===== config.mk =====
export PLATFORM = sky130hd
export DESIGN_NAME = addr_pkt_rx
export DESIGN_NICKNAME = d
export VERILOG_FILES = /design/src/rtl/pktrx_pkg.sv /design/src/rtl/pktrx_dest_filter.sv /design/src/rtl/pktrx_len_guard.sv /design/src/rtl/pktrx_counters.sv /design/src/rtl/addr_pkt_rx.sv
export SDC_FILE = /design/constraint.sdc
export NUM_CORES = 1
export LEC_CHECK = 0
export BUFFER_PORTS_ARGS = -buffer_cell sky130_fd_sc_hd__buf_4
export CAP_MARGIN = 20
export CORE_ASPECT_RATIO = 2
export CORE_MARGIN = 2
export CORE_UTILIZATION = 45
export CTS_BUF_LIST = sky130_fd_sc_hd__clkbuf_4 sky130_fd_sc_hd__clkbuf_8 sky130_fd_sc_hd__clkbuf_16
export DETAILED_ROUTE_END_ITERATION = 10
export PLACE_DENSITY_LB_ADDON = 0.1
export SLEW_MARGIN = 10
export SYNTH_ARGS = -nofsm -noshare
export SYNTH_HDL_FRONTEND = slang
export SYNTH_SLANG_ARGS = --single-unit

===== constraint.sdc =====
create_clock -name clk -period 2 [get_ports clk]
set_clock_uncertainty 0.1 [all_clocks]
set_input_delay 0.2 -clock clk [delete_from_list [all_inputs] [get_ports clk]]
set_output_delay 0.2 -clock clk [all_outputs]
set_load 0.005 [all_outputs]

===== src/rtl/pktrx_pkg.sv =====
package pktrx_pkg;
  typedef enum logic [2:0] {
    ST_IDLE,
    ST_DEST,
    ST_LEN,
    ST_BODY,
    ST_RESULT
  } rx_state_e;

  typedef enum logic [1:0] {
    RC_NONE = 2'd0,
    RC_ADDR = 2'd1,
    RC_SIZE = 2'd2,
    RC_BYTE = 2'd3
  } rx_code_e;
endpackage


===== src/rtl/pktrx_dest_filter.sv =====
module pktrx_dest_filter #(
  parameter int W          = 8,
  parameter bit ACCEPT_ALL = 1'b0
) (
  input  logic [W-1:0] dest,
  input  logic [W-1:0] own,
  output logic         hit
);
  localparam logic [W-1:0] BCAST = {W{1'b1}};

  if (ACCEPT_ALL) begin : g_all
    logic unused_ok;
    assign unused_ok = ^{dest, own};
    assign hit = 1'b1;
  end else begin : g_filt
    logic own_match;
    logic bcast_match;
    assign own_match   = (dest == own);
    assign bcast_match = (dest == BCAST);
    assign hit         = own_match | bcast_match;
  end
endmodule


===== src/rtl/pktrx_len_guard.sv =====
module pktrx_len_guard #(
  parameter int W = 8
) (
  input  logic [W-1:0] len_byte,
  input  logic [W-1:0] ceiling,
  output logic         too_long,
  output logic [W:0]   body_count
);
  // payload bytes plus the trailing check byte
  assign too_long   = (len_byte >= ceiling);
  assign body_count = {1'b0, len_byte} + (W+1)'(1);
endmodule


===== src/rtl/pktrx_counters.sv =====
module pktrx_counters #(
  parameter int W  = 8,
  parameter int PW = W + 1
) (
  input  logic          clk,
  input  logic          rst_n,
  input  logic          clear,
  input  logic          step,
  input  logic          load,
  input  logic [W:0]    load_val,
  output logic [PW-1:0] ptr,
  output logic          last
);
  logic [W:0] remain;

  always_ff @(posedge clk) begin
    if (!rst_n) begin
      ptr    <= '0;
      remain <= '0;
    end else begin
      if (clear)
        ptr <= '0;
      else if (step)
        ptr <= ptr + PW'(1);

      if (clear)
        remain <= '0;
      else if (load)
        remain <= load_val;
      else if (step && remain != '0)
        remain <= remain - (W+1)'(1);
    end
  end

  assign last = (remain == (W+1)'(1));
endmodule


===== src/rtl/addr_pkt_rx.sv =====
module addr_pkt_rx
  import pktrx_pkg::*;
#(
  parameter int W          = 8,
  parameter bit ACCEPT_ALL = 1'b0,
  localparam int PW        = W + 1
) (
  input  logic          clk,
  input  logic          rst_n,
  input  logic          start,
  input  logic [W-1:0]  own_addr,
  input  logic [W-1:0]  max_len,
  input  logic          in_valid,
  output logic          in_ready,
  input  logic [W-1:0]  in_data,
  input  logic          in_bad,
  output logic          wr_en,
  output logic [PW-1:0] wr_addr,
  output logic [W-1:0]  wr_data,
  output logic          done,
  output logic          ok,
  output logic [1:0]    err_code
);
  rx_state_e st, st_nx;
  rx_code_e  code_nx, code_q;
  logic [W-1:0] own_q, max_q;
  logic hs, good, hit, too_long, last, fin, ok_q, arm, load;
  logic [W:0] body_cnt;
  logic [PW-1:0] ptr;

  assign hs   = in_valid & in_ready;
  assign good = hs & ~in_bad;
  assign arm  = (st == ST_IDLE) & start;

  pktrx_dest_filter #(.W(W), .ACCEPT_ALL(ACCEPT_ALL)) u_filt (
    .dest (in_data),
    .own  (own_q),
    .hit  (hit)
  );

  pktrx_len_guard #(.W(W)) u_guard (
    .len_byte   (in_data),
    .ceiling    (max_q),
    .too_long   (too_long),
    .body_count (body_cnt)
  );

  assign load = good & (st == ST_LEN) & ~too_long;

  pktrx_counters #(.W(W), .PW(PW)) u_cnt (
    .clk      (clk),
    .rst_n    (rst_n),
    .clear    (arm),
    .step     (wr_en),
    .load     (load),
    .load_val (body_cnt),
    .ptr      (ptr),
    .last     (last)
  );

  always_comb begin
    in_ready = (st == ST_DEST) || (st == ST_LEN) || (st == ST_BODY);
    wr_en    = good && ((st != ST_DEST) || hit);
  end

  always_comb begin
    st_nx   = st;
    fin     = 1'b0;
    code_nx = RC_NONE;
    unique case (st)
      ST_IDLE: if (start) st_nx = ST_DEST;
      ST_DEST: if (hs) begin
        if (in_bad) begin
          fin = 1'b1; code_nx = RC_BYTE;
        end else if (!hit) begin
          fin = 1'b1; code_nx = RC_ADDR;
        end else begin
          st_nx = ST_LEN;
        end
      end
      ST_LEN: if (hs) begin
        if (in_bad) begin
          fin = 1'b1; code_nx = RC_BYTE;
        end else if (too_long) begin
          fin = 1'b1; code_nx = RC_SIZE;
        end else begin
          st_nx = ST_BODY;
        end
      end
      ST_BODY: if (hs) begin
        if (in_bad) begin
          fin = 1'b1; code_nx = RC_BYTE;
        end else if (last) begin
          fin = 1'b1;
        end
      end
      ST_RESULT: st_nx = ST_IDLE;
      default:   st_nx = ST_IDLE;
    endcase
    if (fin) st_nx = ST_RESULT;
  end

  always_ff @(posedge clk) begin
    if (!rst_n) begin
      st     <= ST_IDLE;
      own_q  <= '0;
      max_q  <= '0;
      ok_q   <= 1'b0;
      code_q <= RC_NONE;
    end else begin
      st <= st_nx;
      if (arm) begin
        own_q <= own_addr;
        max_q <= max_len;
      end
      if (fin) begin
        ok_q   <= (code_nx == RC_NONE);
        code_q <= code_nx;
      end
    end
  end

  assign wr_addr  = ptr;
  assign wr_data  = in_data;
  assign done     = (st == ST_RESULT);
  assign ok       = done & ok_q;
  assign err_code = done ? code_q : 2'd0;
endmodule


==> flow_summary.toml <==
[status]
status = "complete, but fails checks"
violations = "negative setup slack"

[detailed_routing]
vias_per_cell = 5.33
drt_first_iter_violations = 64
antenna_left = 0
vias = 2299
wire_per_inst_microns = 14.3
drc = 0
drt_first_pass_iters = 4
wl_mm = 6.17

[layout]
final_util = 0.644
fin_area_sq_um = 3430
n_antenna_cell = 0
fin_nets = 412
fillers = 461
area_growth_pct = 40.1
drive_above_1_share = 0.420

[synthesis]
yosysMostFrequentCell = "nand2_1"
synthTopCellsByCount = "nand2_1, dfxtp_1, xnor2_1, nor2_1, a21boi_0"
synthTopCellsByArea = "dfxtp_1, xnor2_1, nand2_1"
synth_flop_cell = "dfxtp_1"
yosys_warnings = 0
synth_area_sq_um = 2450
synth_edf_count = 0
avgSynthCellArea_sq_um = 8.41
yosysTopAreaCellShare = 0.327
async_flop_share = 0
synth_fp_nets = 333
syn-instance-count = 291
ys_seq_elements = 40
synth.distinct_cells = 57
seq_area_frac_synth = 0.327
synth_top_area_cell = "dfxtp_1"

[floorplan]
ios = 52
die_h_microns = 108
coreArea_sq_um = 5330
initial_core_util = 0.460
die_w_microns = 56.1
num_rows = 38
die_area_sq_um = 6080

[sta]
setup_slack_ns = -0.134
drv_slew = 0
fmax_mhz = 469
worst_pin_slew_ns = 0.580
post-route-period-util = 1.07
setup_violations = 15
slew_headroom = 0.614
period_needed_ns = 2.13
rsz0062_at_grt = "true"
finalHoldViolations = 0
tns_ns = -0.928

[clock_tree]
insertion_delay_ns = 0.30
cts-root-buf = "clkbuf_8"
clkTransAtPathRegs_ns = 0.08
cts_tree = "yes"
h-tree-depth = 2
clock_path_buffers = 2
postCtsHoldBufs = 0
cts.sinks = 40
cts_buffers = 5

[setup_path]
setup.worst_path.end = "code_q[1]$_SDFFE_PN0P_"
path_class = "reg2reg"
cp_max_fo = 5
reg2reg_depth = 6
slowest_delay_ns = 0.56
crit_start = "u_cnt.remain[5]$_SDFFE_PP0P_"
crit_buf_inv = 0
slowest_stage = "or4_4"
r2r-start = "u_cnt.remain[5]$_SDFFE_PP0P_"
path_cells = "or4_4, or3_4, nor2_4, a221oi_4, a21oi_4, o221a_1"
cp.required_ns = 2.14
r2r_slack_ns = -0.13
rr_endpoint = "code_q[1]$_SDFFE_PN0P_"
crit_arrival_ns = 2.28
worstSetupEndpointType = "flip-flop"
startpoint_type = "flip-flop"
cp.depth = 6
path_delay_family = "simple AND/OR/NAND/NOR gates"

[global_route]
grt_pass1_wl_mm = 10.0
grt_pass1_vias = 2278
track_usage = 0.208
grt_max_degree = 25
antenna_found_initial = 0
overflow = 0

[power]
pwr_density_cell_nw_per_um2 = 531
p_switching_mw = 0.493
pwr-share-clk = 0.321
seqPwrFrac = 0.466
ir_drop_mv = 0.550
p_int_mw = 1.33
share_comb_of_total_power = 0.213
switching_share = 0.271
leakagePower_nw = 1.41

[worst_hold_path]
worstHoldPathType = "in2reg"
holdPathStages = 3

[run]
cap_violations = 0

[placement]
place_area_sq_um = 3000
dp_hpwl_mm = 4.64
gp_congestion = 0.875
numPortBuffers = 51
power groups by stage:
stage,registers (mW),logic [mW],clock network [mW]
2_1_floorplan,0.858,0.192,0
3_3_place_gp,0.863,0.319,0
3_5_place_dp,0.863,0.326,0
4_1_cts,0.846,0.358,0.604
5_1_grt,0.852,0.428,0.630
6_report,0.848,0.388,0.585
worst min path at each step:
stage	start	to	slack, ns
2_1_floorplan	own_addr[5]	own_q[5]$_SDFFE_PN0P_	0.23
3_3_place_gp	max_q[6]$_SDFFE_PN0P_	max_q[6]$_SDFFE_PN0P_	0.35
3_5_place_dp	max_q[6]$_SDFFE_PN0P_	max_q[6]$_SDFFE_PN0P_	0.36
4_1_cts	own_addr[5]	own_q[5]$_SDFFE_PN0P_	0.04
5_1_grt	own_addr[5]	own_q[5]$_SDFFE_PN0P_	0.06
6_report	own_addr[5]	own_q[5]$_SDFFE_PN0P_	0.05
routing by layer:
layer,GRT usage,wire [microns]
met2,0.387,3380
met5,0,0
met4,0.0850,142
met3,0.0431,210
met1,0.224,2430
state kept, by name (all words and copies together), names as in the netlist:
name	cells
own_q	8
u_cnt.remain	9
max_q	8
u_cnt.ptr	9
st	3
ok_q	1
code_q	2
through the flow:
| stage | hold WS, ns | setup WS, ns | power (mW) | instances |
|---|---|---|---|---|
| floorplan | 0.235 | -0.0108 | 1.05 | 291 |
| global placement | 0.354 | -0.138 | 1.18 | 413 |
| detailed placement | 0.357 | -0.236 | 1.19 | 413 |
| CTS | 0.0410 | -0.129 | 1.81 | 429 |
| global route | 0.0605 | -0.204 | 1.91 | 431 |
| finish | 0.0466 | -0.134 | 1.82 | 431 |
tightest hold or removal path, stage by stage:
cell	delay, ns
buf_4	0.11
nand2_1	0.04
a21boi_1	0.05
layout by cell type (no fill, tap or decap), types with 7 or more instances in the layout:
| cell | n |
|---|---|
| xor2_1 | 7 |
| buf_4 | 84 |
| dfxtp_1 | 34 |
| a21boi_0 | 15 |
| a21oi_2 | 7 |
| xnor2_1 | 20 |
| nor2_1 | 14 |
| inv_1 | 12 |
| ha_1 | 11 |
| nand2_1 | 43 |
| a21oi_1 | 7 |
| nand4_1 | 9 |
area by class of cell:
type / count / area [sq um] / share of cell area
repair buffers: 90 / 698 / 0.204
flip-flops and latches: 40 / 808 / 0.236
well taps: 60 / 75.1 / 0.0219
clock buffers: 8 / 97.6 / 0.0285
inverters: 12 / 45.0 / 0.0131
multi-input cells: 221 / 1710 / 0.497
kinds of logic after synthesis:
logic type,synth area share
adders and majority gates,0.0665
xor gates and xnor gates,0.104
buffers and inverters,0.0711
DFF,0.327
and+or+nand+nor,0.262
AOI/OAI and AO/OA,0.165
muxes,0.00409
timing repair:
action	in CTS	in global routing
pin swaps	7	20
setup endpoints to repair	16	20
setup buffers	7	2
cloned	1	0
gates resized for setup	22	41
Power figures use the tool's default switching activity.
